===== config.mk =====
export PLATFORM = sky130hd
export DESIGN_NAME = fma_special_resolver
export DESIGN_NICKNAME = d
export VERILOG_FILES = /design/src/rtl/fma_special_pkg.sv /design/src/rtl/fma_operand_classify.sv /design/src/rtl/fma_special_select.sv /design/src/rtl/fma_special_resolver.sv
export SDC_FILE = /design/constraint.sdc
export NUM_CORES = 1
export LEC_CHECK = 0
export BUFFER_PORTS_ARGS = -buffer_cell sky130_fd_sc_hd__buf_2
export CAP_MARGIN = 40
export CORE_AREA = 2 2 102 104
export DETAILED_ROUTE_END_ITERATION = 7
export DIE_AREA = 0 0 104 106
export PLACE_DENSITY = 0.7
export SLEW_MARGIN = 25
export SYNTH_ARGS = -nofsm -noshare
export SYNTH_HDL_FRONTEND = slang
export SYNTH_SLANG_ARGS = --single-unit

===== constraint.sdc =====
create_clock -name vclk -period 5.2
set_input_delay 0.26 -clock vclk [all_inputs]
set_output_delay 0.26 -clock vclk [all_outputs]
set_load 0.02 [all_outputs]

===== src/rtl/fma_special_pkg.sv =====
package fma_special_pkg;

    localparam int DW      = 64;
    localparam int EW      = 11;
    localparam int MW      = 52;
    localparam int QBIT    = MW - 1;
    localparam int NUM_OPS = 3;
    localparam int OP_Z    = 0;
    localparam int OP_X    = 1;
    localparam int OP_Y    = 2;

    typedef enum logic [2:0] {
        CLS_ZERO,
        CLS_DENORM,
        CLS_NORMAL,
        CLS_INF,
        CLS_QNAN,
        CLS_SNAN
    } fp_class_e;

    typedef struct packed {
        logic           sign;
        logic [EW-1:0]  expo;
        logic [MW-1:0]  mant;
    } fp_bits_t;

    typedef struct packed {
        fp_class_e      cls;
        logic           sign;
        logic [DW-1:0]  raw;
    } fp_info_t;

    localparam logic [DW-1:0] DEFAULT_NAN = {1'b0, {EW{1'b1}}, 1'b1, {(MW-1){1'b0}}};

    function automatic logic [DW-1:0] make_quiet(input logic [DW-1:0] v);
        logic [DW-1:0] q;
        q       = v;
        q[QBIT] = 1'b1;
        return q;
    endfunction

    function automatic logic [DW-1:0] inf_of(input logic s);
        return {s, {EW{1'b1}}, {MW{1'b0}}};
    endfunction

    function automatic logic is_nan(input fp_class_e c);
        return (c == CLS_QNAN) || (c == CLS_SNAN);
    endfunction

    function automatic logic is_finite_nonzero(input fp_class_e c);
        return (c == CLS_NORMAL) || (c == CLS_DENORM);
    endfunction

endpackage


===== src/rtl/fma_operand_classify.sv =====
module fma_operand_classify
    import fma_special_pkg::*;
(
    input  logic [DW-1:0] raw_i,
    output fp_info_t      info_o,
    output logic          denorm_o
);

    fp_bits_t  fields;
    fp_class_e cls;
    logic      exp_ones;
    logic      exp_zero;
    logic      man_zero;

    assign fields   = fp_bits_t'(raw_i);
    assign exp_ones = &fields.expo;
    assign exp_zero = ~|fields.expo;
    assign man_zero = ~|fields.mant;

    always_comb begin
        if (exp_ones) begin
            if (man_zero)               cls = CLS_INF;
            else if (fields.mant[QBIT]) cls = CLS_QNAN;
            else                        cls = CLS_SNAN;
        end else if (exp_zero) begin
            cls = man_zero ? CLS_ZERO : CLS_DENORM;
        end else begin
            cls = CLS_NORMAL;
        end
    end

    assign info_o.cls  = cls;
    assign info_o.sign = fields.sign;
    assign info_o.raw  = raw_i;
    assign denorm_o    = (cls == CLS_DENORM);

endmodule


===== src/rtl/fma_special_select.sv =====
module fma_special_select
    import fma_special_pkg::*;
(
    input  fp_info_t      z_i,
    input  fp_info_t      x_i,
    input  fp_info_t      y_i,
    output logic          bypass_o,
    output logic [DW-1:0] value_o,
    output logic          invalid_o
);

    logic prod_sign;
    logic x_inf, y_inf, x_zero, y_zero, z_qnan, z_inf;
    logic any_snan;

    assign prod_sign = x_i.sign ^ y_i.sign;
    assign x_inf     = (x_i.cls == CLS_INF);
    assign y_inf     = (y_i.cls == CLS_INF);
    assign x_zero    = (x_i.cls == CLS_ZERO);
    assign y_zero    = (y_i.cls == CLS_ZERO);
    assign z_qnan    = (z_i.cls == CLS_QNAN);
    assign z_inf     = (z_i.cls == CLS_INF);
    assign any_snan  = (z_i.cls == CLS_SNAN) || (x_i.cls == CLS_SNAN) || (y_i.cls == CLS_SNAN);

    always_comb begin
        bypass_o  = 1'b1;
        invalid_o = 1'b0;
        value_o   = '0;
        if (z_i.cls == CLS_SNAN) begin
            value_o   = make_quiet(z_i.raw);
            invalid_o = 1'b1;
        end else if (x_i.cls == CLS_SNAN) begin
            value_o   = make_quiet(x_i.raw);
            invalid_o = 1'b1;
        end else if (y_i.cls == CLS_SNAN) begin
            value_o   = make_quiet(y_i.raw);
            invalid_o = 1'b1;
        end else if (x_i.cls == CLS_QNAN) begin
            value_o = x_i.raw;
        end else if (y_i.cls == CLS_QNAN) begin
            value_o = y_i.raw;
        end else if ((x_inf && y_zero) || (x_zero && y_inf)) begin
            if (z_qnan) begin
                value_o = z_i.raw;
            end else begin
                value_o   = DEFAULT_NAN;
                invalid_o = 1'b1;
            end
        end else if (x_inf || y_inf) begin
            if (z_qnan) begin
                value_o = z_i.raw;
            end else if (z_inf && (z_i.sign != prod_sign)) begin
                value_o   = DEFAULT_NAN;
                invalid_o = 1'b1;
            end else begin
                value_o = inf_of(prod_sign);
            end
        end else if (x_zero || y_zero) begin
            value_o = z_inf ? inf_of(z_i.sign) : z_i.raw;
        end else begin
            if (z_qnan)      value_o  = z_i.raw;
            else if (z_inf)  value_o  = inf_of(z_i.sign);
            else             bypass_o = 1'b0;
        end
    end

    always_comb begin
        AST_INVALID_NEEDS_BYPASS: assert (!invalid_o || bypass_o)
            else $error("invalid raised without bypass");
        AST_SNAN_RAISES_INVALID: assert (!any_snan || (invalid_o && bypass_o))
            else $error("signalling operand did not raise invalid");
        AST_NO_SIGNALLING_RESULT: assert (!(bypass_o && (&value_o[DW-2:MW]) && (|value_o[MW-1:0])) || value_o[QBIT])
            else $error("signalling NaN escaped as result");
        AST_DATAPATH_CLEAN: assert (bypass_o || (!invalid_o && (value_o == '0)))
            else $error("datapath case carries flags or value");
        AST_QNAN_X_FORWARD: assert (any_snan || (x_i.cls != CLS_QNAN) || (value_o == x_i.raw))
            else $error("quiet NaN in X not forwarded");
        AST_ZERO_PRODUCT_NO_INVALID: assert (any_snan || is_nan(x_i.cls) || is_nan(y_i.cls) || x_inf || y_inf
                                             || !(x_zero || y_zero) || !invalid_o)
            else $error("zero product raised invalid");
    end

    logic unused_ok;
    assign unused_ok = is_finite_nonzero(z_i.cls);

endmodule


===== src/rtl/fma_special_resolver.sv =====
module fma_special_resolver
    import fma_special_pkg::*;
(
    input  logic [63:0] addend_i,
    input  logic [63:0] mulx_i,
    input  logic [63:0] muly_i,
    output logic        bypass_o,
    output logic [63:0] result_o,
    output logic        invalid_o,
    output logic        prenorm_z_o,
    output logic        prenorm_x_o,
    output logic        prenorm_y_o
);

    logic [DW-1:0]      raw_ops [NUM_OPS];
    fp_info_t           info    [NUM_OPS];
    logic [NUM_OPS-1:0] denorm;

    assign raw_ops[OP_Z] = addend_i;
    assign raw_ops[OP_X] = mulx_i;
    assign raw_ops[OP_Y] = muly_i;

    for (genvar g = 0; g < NUM_OPS; g++) begin : g_cls
        fma_operand_classify u_cls (
            .raw_i    (raw_ops[g]),
            .info_o   (info[g]),
            .denorm_o (denorm[g])
        );
    end

    fma_special_select u_sel (
        .z_i       (info[OP_Z]),
        .x_i       (info[OP_X]),
        .y_i       (info[OP_Y]),
        .bypass_o  (bypass_o),
        .value_o   (result_o),
        .invalid_o (invalid_o)
    );

    assign prenorm_z_o = denorm[OP_Z];
    assign prenorm_x_o = denorm[OP_X];
    assign prenorm_y_o = denorm[OP_Y];

    always_comb begin
        AST_PRENORM_MATCHES_RAW: assert (prenorm_x_o == ((mulx_i[62:52] == '0) && (mulx_i[51:0] != '0)))
            else $error("prenorm flag disagrees with operand bits");
    end

endmodule


### After elaboration in Yosys (flattened, before gate mapping)

Cells that the tools add are included.

| word-level totals | value |
|---|---|
| logic and storage cells | 80 |
| flip-flop bits (word level) | 0 |
| output and inout port bits | 69 |
| bits of input ports | 192 |

| cells by class | value |
|---|---|
| equal/unequal tests | 13 |
| reduce and logical (&&, ||, !) cells | 17 |
| multiplexer cells | 49 |
| bitwise gates (word level) | 1 |

Operators with widths:

| cell | number |
|---|---|
| $mux W64 | 13 |
| $reduce_or A52 Y1 | 3 |
| $mux W63 | 1 |
| $reduce_and A11 Y1 | 3 |
| $reduce_or A11 Y1 | 3 |
| $mux W3 | 9 |
| $mux W1 | 26 |
| $eq A3 B3 Y1 const B | 6 |
| $eq A3 B1 Y1 const B | 3 |
| $eq A3 B2 Y1 const B | 3 |
| $logic_not A3 Y1 | 2 |
| $logic_and A1 B1 Y1 | 3 |
| $logic_or A1 B1 Y1 | 3 |
| $ne A1 B1 Y1 | 1 |
| $xor A1 B1 Y1 | 1 |

### Logic depth before layout (Yosys ltp)

Gate-level depths: netlist (run 1).

| logic depth | value |
|---|---|
| depth after elaboration | 15 |
| depth in mapped cells | 10 |
| mapped depth without buffers | 8 |

### Hierarchy

From an unflattened synthesis (run 1), not the netlist that was laid out.

| unflattened totals | value |
|---|---|
| cells, all modules | 755 |
| area, all modules | 5382.7 um2 |

Modules (own cells, without submodules):

| module | cells an instance | sequential area each (um2) | instances | area each (um2) |
|---|---|---|---|---|
| fma_special_select | 470 | 0.0 | 1 | 3298.2 |
| fma_operand_classify at g_cls[1].u_cls ... | 95 | 0.0 | 2 | 690.7 |
| fma_operand_classify at g_cls[0].u_cls | 95 | 0.0 | 1 | 703.2 |

### Worst setup path before layout (run 1)

OpenSTA, ideal clock, no wires.

| timing | value |
|---|---|
| kind | input port to output port |
| start | input mulx_i[0] |
| end | output result_o[52] |
| buffers on the path | 1 |
| path slack | 2.467 ns |
| stages on the path | 9 |
| arrival time | 2.473 ns |
| cell sequence | nor4_2 > nand4_1 > nor4_4 > nand3b_1 > buf_4 > a21boi_4 > o21a_1 > nor2_1 > o21ai_0 |

| between the ends | value |
|---|---|
| word-level cells in the longest chain between the ends | 14 |

RTL lines:

| item | RTL line | RTL |
|---|---|---|
| start: declaration | fma_special_resolver.sv:5 | `input logic [63:0] mulx_i,` |
| $reduce_or A52 Y1 (*) | fma_operand_classify.sv:18 | `assign man_zero = ~\|fields.mant;` |
| $mux W1 | fma_operand_classify.sv:26 | `cls = man_zero ? CLS_ZERO : CLS_DENORM;` |
| $mux W3 | fma_operand_classify.sv:25 | `end else if (exp_zero) begin` |
| $mux W3 (*) | fma_operand_classify.sv:21 | `if (exp_ones) begin` |
| $logic_not A3 Y1 | fma_special_select.sv:19 | `assign x_zero = (x_i.cls == CLS_ZERO);` |
| $logic_or A1 B1 Y1 | fma_special_select.sv:58 | `end else if (x_zero \|\| y_zero) begin` |
| $mux W64 | fma_special_select.sv:58 |  |
| $mux W64 | fma_special_select.sv:49 | `end else if (x_inf \|\| y_inf) begin` |
| $mux W64 | fma_special_select.sv:42 | `end else if ((x_inf && y_zero) \|\| (x_zero && y_inf)) begin` |
| $mux W64 | fma_special_select.sv:40 | `end else if (y_i.cls == CLS_QNAN) begin` |
| $mux W64 | fma_special_select.sv:38 | `end else if (x_i.cls == CLS_QNAN) begin` |
| $mux W64 | fma_special_select.sv:35 | `end else if (y_i.cls == CLS_SNAN) begin` |
| $mux W64 (*) | fma_special_select.sv:32 | `end else if (x_i.cls == CLS_SNAN) begin` |
| $mux W64 (*) | fma_special_select.sv:29 | `if (z_i.cls == CLS_SNAN) begin` |
| end: declaration | fma_special_resolver.sv:8 | `output logic [63:0] result_o,` |

Mark *: on every way between the ends. The rest lies on a longest branch, timed or not.

### Worst setup path after layout (run 1)

| timing | value |
|---|---|
| start | input mulx_i[20] |
| end | output result_o[12] |

The elaborated chain is that of the path after synthesis.

==> results of run 1 <==
-- worst min-delay path: stages --
cell,delay (ps)
buf_2,90
o21a_1,110
buf_2,150
-- cells by family after synthesis --
family          after synthesis  share of synthesized area (%)
buf+inv                      48                           10.5
compound gates              283                           63.9
mux                           1                          0.317
simple gates                119                           24.4
xor+xnor                      3                          0.832
-- cell usage after synthesis (all sizes together), types with 2 or more instances --
library cell  count  area, sq um
xor2              3         26.3
nand3b            2         27.5
nand2            14         52.6
nor2             12         45.0
nor2b             2         12.5
a221oi           51          490
a22o              2         18.8
buf              19          163
o21a             52          390
nor3              8         56.3
nand4            12         75.1
o21ai            61          410
a21oi            54          270
a2111o            2         22.5
nand3            14         70.1
clkbuf           25          154
or2b              2         17.5
o22ai            52          325
nor4             49          374
a22oi             4         35.0
inv               4         15.0
-- placed cells by master, fill, tap and decap left out, types with 2 or more instances in the layout --
cell and instances:
inv_1 4, a21oi_1 54, nand4_1 12, nand3_1 13
buf_2 261, a221oi_1 44, or2b_2 2, buf_4 7
nor2_1 12, o21a_1 52, a221oi_2 7, xor2_1 3
o22ai_1 52, nor4_1 41, buf_12 2, nand2_1 14
nor4_4 2, o21ai_2 28, o21ai_1 22, nor3_1 6
a2111o_1 2, nor4_2 6, a22oi_1 3, o21ai_0 11
-- layout make-up --
type / instances / area, sq um
fillers: 1105 / 5530
inverters: 4 / 15.0
multi-input cells: 406 / 2840
well taps: 136 / 170
repair buffers: 272 / 1440
-- power groups by stage --
stage	combinational [W]	sequential [W]	clock (W)
final	0.000143	0	0
after floorplan	0.0000181	0	0
after CTS	0.000139	0	0
after global placement	0.000136	0	0
after detailed placement	0.000139	0	0
after global routing	0.000152	0	0
-- per-stage QoR --
step                cell area [sq um]  cells  power (W)  util, %
floorplan                        3160    454  0.0000181        -
global placement                 4390    814   0.000136     43.9
detailed placement               4450    817   0.000139     44.5
CTS                              4450    817   0.000139     44.5
global route                     4470    818   0.000152     44.7
finish                           4470    818   0.000143     44.7
-- layer usage --
layer	GRT usage (%)	vias to the layer above
li1	-	2407
met1	31.9	2407
met2	46.4	365
met3	4.72	47
met4	6.27	0
met5	0	-
-- path summary, 6_finish.rpt --
| check | depth (start not counted) | slack (ps) | end |
|---|---|---|---|
| worst max-delay path | 12 | 1260 | result_o[12] |
| worst min-delay path | 3 | 870 | result_o[37] |
==> metrics.md, run 1 <==
| Metric | Value |
|---|---|
| Status | `completed` |
| DRC Markers | `0` |
| Final setup fails | `0` |
| Io pins | `261` |
| Port bufs | `between 200 and 300` |
| Syn Inst Count | `454` |
| Max Used Layer | `met4` |
| WP data arrival | `3680 ps` |
| Antenna violations before repair | `0` |
| M1 WL | `between 6 and 7 mm` |
| Post-Syn Area | `0.00316 sq mm` |
| Fin. Hold Viols | `0` |
| RePlAce Congestion | `just over 0.9` |
| Pre-CTS WS | `1270 ps` |
| Max transition margin | `45.3%` |
| Final Slew Violations | `0` |
| GR Overflow Total | `0` |
| Fin Setup TNS | `0 ps` |
| Pre-antenna DRT Iters | `6` |
| Detailed Route WL | `between 15 and 20 mm` |
| CP cell instances | `buf_2 -> nor4_2 -> nand4_1 -> nor4_4 -> nand3b_1 -> buf_4 -> nand3_2 -> buf_4 -> o22ai_1 -> o21ai_2 -> o21a_1 -> buf_2` |
| Hold-fix buffers, CTS | `0` |
| Critical path class | `input pin to primary output` |
| Starting Density | `31.6%` |
| Post-route setup slack | `1260 ps` |
| Leak | `2.13 nW` |
| CP max-delay cell | `nor4_4` |
| Met2 WL | `approximately 7.8 mm` |
| First-pass GRT wire length | `between 20 and 25 mm` |
| Die H | `106 um` |
| Vias per inst | `6.39` |
| Hold WS | `865 ps` |
| Syn_nets | `646` |
| Postcts setup bufs | `0` |
| P_sw | `0.0000796 W` |
| Worst EP required | `4940 ps` |
| Synth cell types | `46` |
| Reg area | `0 sq um` |
| RSZ-0062 raised after global routing | `no` |
| Sequential Power Share | `0%` |
| Number of clock buffers in the layout | `0` |
| Pwr/cell area | `~32 mW/mm^2` |
| Synth warn | `0` |
| Seq/Total Area, Yosys | `0%` |
| Number of vias in the routed layout | `5226` |
| VDD IR max | `19.0 uV` |
| Min-delay worst type | `input pin to primary output` |
| Drt initial violations | `approximately 500` |
| Crit. Startpoint | `mulx_i[20]` |
| Vias in the first global route | `4732` |
| Critical path buffers and inverters | `4` |
| Nets | `876` |
| Post-cts resize count | `0` |
| Clock share of power | `0%` |
| GRT Total Usage | `between 20% and 30%` |
| Core area | `0.0100 sq mm` |
| Fmax | `254 MHz` |
| Worst slew pin tran | `814 ps` |
| Routed WL per cell | `19.5 um` |
| FP Rows | `37` |
| Final worst-path cycle share | `75.8%` |
| Int Power | `approximately 0.000063 W` |
| Max-Cap Viols | `0` |
| Hold Crit Start | `addend_i[37]` |
| Seq Cell Count | `0` |
| DP Wirelength | `12.6 mm` |
| Total length of routed met3 wires | `roughly 1.6 mm` |
| Critical path launch point type | `input pin` |
| Antenna viol nets, final | `0` |
| Die footprint | `between 0.01 and 0.015 sq mm` |
| Area Overhead vs Synth | `41.5%` |
| Layout cells sized above 1 | `48.1%` |
| Max incr delay on CP | `roughly 600 ps` |
| Final min period | `3940 ps` |
| Ant. Diodes | `0` |
| Critical path's top delay family | `simple AND/OR/NAND/NOR gates` |
| CP endpoint kind | `primary output` |
| Largest net degree at the start of global routing | `53` |
| Die Wd | `104 um` |
| Critical path fanouts, max | `27` |
| Combinational power share | `between 90% and 100%` |
| Avg Cell Area, Syn | `6.95 sq um` |
| Switching power share of the total | `55.8%` |
(Power assumes the default switching activity.)
==> run 2: changes to the inputs <==
--- a/config.mk
+++ b/config.mk
@@ -5,12 +5,13 @@
 export SDC_FILE = /design/constraint.sdc
 export NUM_CORES = 1
 export LEC_CHECK = 0
+export ABC_AREA = 1
 export BUFFER_PORTS_ARGS = -buffer_cell sky130_fd_sc_hd__buf_2
 export CAP_MARGIN = 40
-export CORE_AREA = 2 2 102 104
+export CORE_AREA = 2 2 101 103
 export DETAILED_ROUTE_END_ITERATION = 7
-export DIE_AREA = 0 0 104 106
-export PLACE_DENSITY = 0.7
+export DIE_AREA = 0 0 103 105
+export PLACE_DENSITY = 0.76
 export SLEW_MARGIN = 25
 export SYNTH_ARGS = -nofsm -noshare
 export SYNTH_HDL_FRONTEND = slang
==> constraint.sdc (replaced) <==
create_clock -name vclk -period 3.9
set_input_delay 0.195 -clock vclk [all_inputs]
set_output_delay 0.195 -clock vclk [all_outputs]
set_load 0.02 [all_outputs]
==> metrics.md, run 2 <==
| Metric | Value |
|---|---|
| Number of vias in the routed layout | `5808 (+11%)` |
| Post-Syn Area | `0.00360 sq mm (+14%)` |
| Placed cells | `1127 (+38%)` |
| Io pins | `261 (unchanged)` |
| Postcts setup bufs | `0 (unchanged)` |
| Nets | `1191 (+36%)` |
| Multi-input logic area | `0.00316 sq mm (+11%)` |
| Hold Crit Start | `addend_i[42]` |
| Critical path fanouts, max | `29 (+7.4%)` |
| Critical path class | `input pin to primary output` |
| CP max-delay cell | `and2_4` |
| Final setup fails | `0 (unchanged)` |
| GRT met3 Usage | `3.55% (-1.2 points)` |
| Hold path endpoint | `result_o[42]` |
| Die footprint | `0.0108 sq mm (-1.9%)` |
| Top post-synthesis cells by area | `nand2_1, nor2_1, nand3_1, nand3_2, a21oi_1` |
| Commonest non-fill, non-tap cell in the layout | `nand2_1` |
| Most instantiated library cell after synthesis | `nand2_1` |
| GR Overflow Total | `0 (unchanged)` |
| Post-Synth Adder-Cell Area | `0% (unchanged)` |
| Syn_nets | `959 (+48%)` |
| Max transition margin | `57.6% (+12 points)` |
| Final worst-path cycle share | `78.7%` |
| Core area | `0.00964 sq mm (-3.6%)` |
| Largest family of logic cells by synthesized area | `simple AND/OR/NAND/NOR gates` |
| Largest net degree at the start of global routing | `50 (-5.7%)` |
| Syn Inst Count | `767 (+69%)` |
| DRC Markers | `0 (unchanged)` |
| Fin Setup TNS | `0 ps (unchanged)` |
| Avg Cell Area, Syn | `4.69 sq um (-32%)` |
| Area Overhead vs Synth | `37.4%` |
| Antenna violations before repair | `0 (unchanged)` |
| Vias per inst | `5.14 (-20%)` |
| Seq Cell Count | `0 (unchanged)` |
| Post-route setup slack | `829 ps (-431 ps)` |
| Commonest non-fill, non-tap cells in the layout | `nand2_1, buf_2, nor2_1` |
| Critical path launch point type | `input pin` |
| Starting Density | `37.4% (+5.8 points)` |
| Largest area contributor in the netlist | `nand2_1` |
| Leak | `2.74 nW (+29%)` |
| Status | `completed` |
| Worst slew pin tran | `634 ps (-180 ps)` |
| GRT Max-Usage Layer | `met2` |
| Pre-antenna DRT Iters | `5 (-1)` |
| WP data arrival | `2880 ps (-800 ps)` |
| Critical path's top delay family | `simple AND/OR/NAND/NOR gates` |
| Max-Cap Viols | `0 (unchanged)` |
| Layout cells sized above 1 | `34.4% (-14 points)` |
| Die Wd | `103 um (-0.96%)` |
| Routed WL per cell | `13.6 um (-30%)` |
| Critical path buffers and inverters | `5 (+1)` |
| Fillers | `1127 (+2.0%)` |
| Seq/Total Area, Yosys | `0% (unchanged)` |
| Most numerous cell on the critical path | `nand2_1` |
| GRT Total Usage | `27.1% (+1.3 points)` |
| Met1 global-route usage | `36.2% (+4.4 points)` |
| Antenna viol nets, final | `0 (unchanged)` |
| Number of cells on the worst hold path | `4 (+1)` |
| Number of clock buffers in the layout | `0 (unchanged)` |
| Vias in the first global route | `5226 (+10%)` |
| Mux contribution to synthesized area | `0% (-0.32 points)` |
| Reg area | `0 sq um (unchanged)` |
| RePlAce Congestion | `0.934 (+3.1%)` |
| Fmax | `326 MHz` |
| Drt initial violations | `295 (-39%)` |
| Final min period | `around 3100 ps` |
| First-pass GRT wire length | `24.4 mm (+2.1%)` |
| DP Wirelength | `12.3 mm (-2.5%)` |
| Worst EP required | `3700 ps (-1240 ps)` |
| Pre-CTS WS | `617 ps (-657 ps)` |
| Detailed Route WL | `15.4 mm (-3.2%)` |
| CP cell instances | `buf_2 -> nor2_1 -> nand2_1 -> nor2_1 -> nand2_1 -> nor2_4 -> nand2_4 -> clkinv_2 -> nand2_1 -> nand2_2 -> inv_2 -> nand2_2 -> and2_4 -> nand2_1 -> buf_8 -> o21ai_1 -> nand3_1 -> nand2_1 -> buf_2` |
| Synth warn | `0 (unchanged)` |
| Max incr delay on CP | `390 ps (-210 ps)` |
| Synth top cells by count | `nand2_1, nor2_1, nand3_1, inv_1, a21oi_1` |
| Post-synth top area share | `27.4% (+15 points)` |
| Hold-fix buffers, CTS | `0 (unchanged)` |
| VDD IR max | `27.3 uV (+44%)` |
| Xor-xnor portion of the synthesized cell area | `0.486% (-0.35 points)` |
| Fin. Hold Viols | `0 (unchanged)` |
| Compound-Gate Fraction of Synth Area | `16.8% (-47 points)` |
| RSZ-0062 raised after global routing | `no` |
| Synth cell types | `35 (-24%)` |
| Port bufs | `261 (unchanged)` |
| Met2 usage | `46.4% (+0.047 points)` |
| FP Rows | `36 (-2.7%)` |
| Die H | `105 um (-0.94%)` |
| Post-cts resize count | `0 (unchanged)` |
| Ant. Diodes | `0 (unchanged)` |
| Cell Count, Final, Fillers Out | `1130 (+38%)` |
| Post-Synth Simple-Gate Area | `70.5% (+46 points)` |
| CP endpoint kind | `primary output` |
| Pwr/cell area | `40.8 mW/mm^2 (+28%)` |
| Final Slew Violations | `0 (unchanged)` |
| Min-delay worst type | `input pin to primary output` |
==> run 2: cells by family after synthesis <==
group                     Yosys count
AOI/OAI and AO/OA                 103
xor gates and xnor gates            2
buffers and inverters              92
and+or+nand+nor                   570
==> run 2: routing by layer <==
| metal | part of all wire [%] | wire length (um) |
|---|---|---|
| met1 | 41 | 6320 |
| met3 | 9.8 | 1510 |
| met4 | 1.2 | 187 |
| met2 | 48 | 7390 |
| met5 | 0 | 0 |
==> run 2: area by class of cell <==
cell class         count  area share (%)
multi-input cells    675            63.9
well taps            133            3.36
repair buffers       269            28.7
inverters             53            4.05
==> run 2: where the power goes <==
part | switching (W) | internal (W) | total (W) | leakage, nW
Clock | 0 | 0 | 0 | 0
Combinational | 0.000107 | 0.0000950 | 0.000202 | 2.74
Sequential | 0 | 0 | 0 | 0
Total | 0.000107 | 0.0000950 | 0.000202 | 2.74
==> run 2: per-stage QoR <==
stage | total power (W) | hold WS [ps] | cell area [sq um] | utilization, %
after detailed placement | 0.000199 | 761 | 4900 | 50.8
after floorplan | 0.0000559 | 557 | 3600 | -
after CTS | 0.000199 | 761 | 4900 | 50.8
after global placement | 0.000198 | 758 | 4880 | 50.6
after global routing | 0.000224 | 774 | 4950 | 51.3
final | 0.000202 | 758 | 4950 | 51.3
==> run 2: worst max path at each step <==
stage	start	end	slack, ps	cells after the start
floorplan	muly_i[14]	invalid_o	1890	13
global placement	muly_i[32]	result_o[35]	640	16
detailed placement	muly_i[24]	result_o[35]	620	16
CTS	muly_i[24]	result_o[35]	610	16
global route	muly_i[24]	result_o[43]	510	17
finish	mulx_i[34]	result_o[49]	830	19
==> run 2: worst min-delay path, stage by stage <==
cell     delay, ps
buf_2          100
nand2_1         50
nand3_1         60
buf_2          150
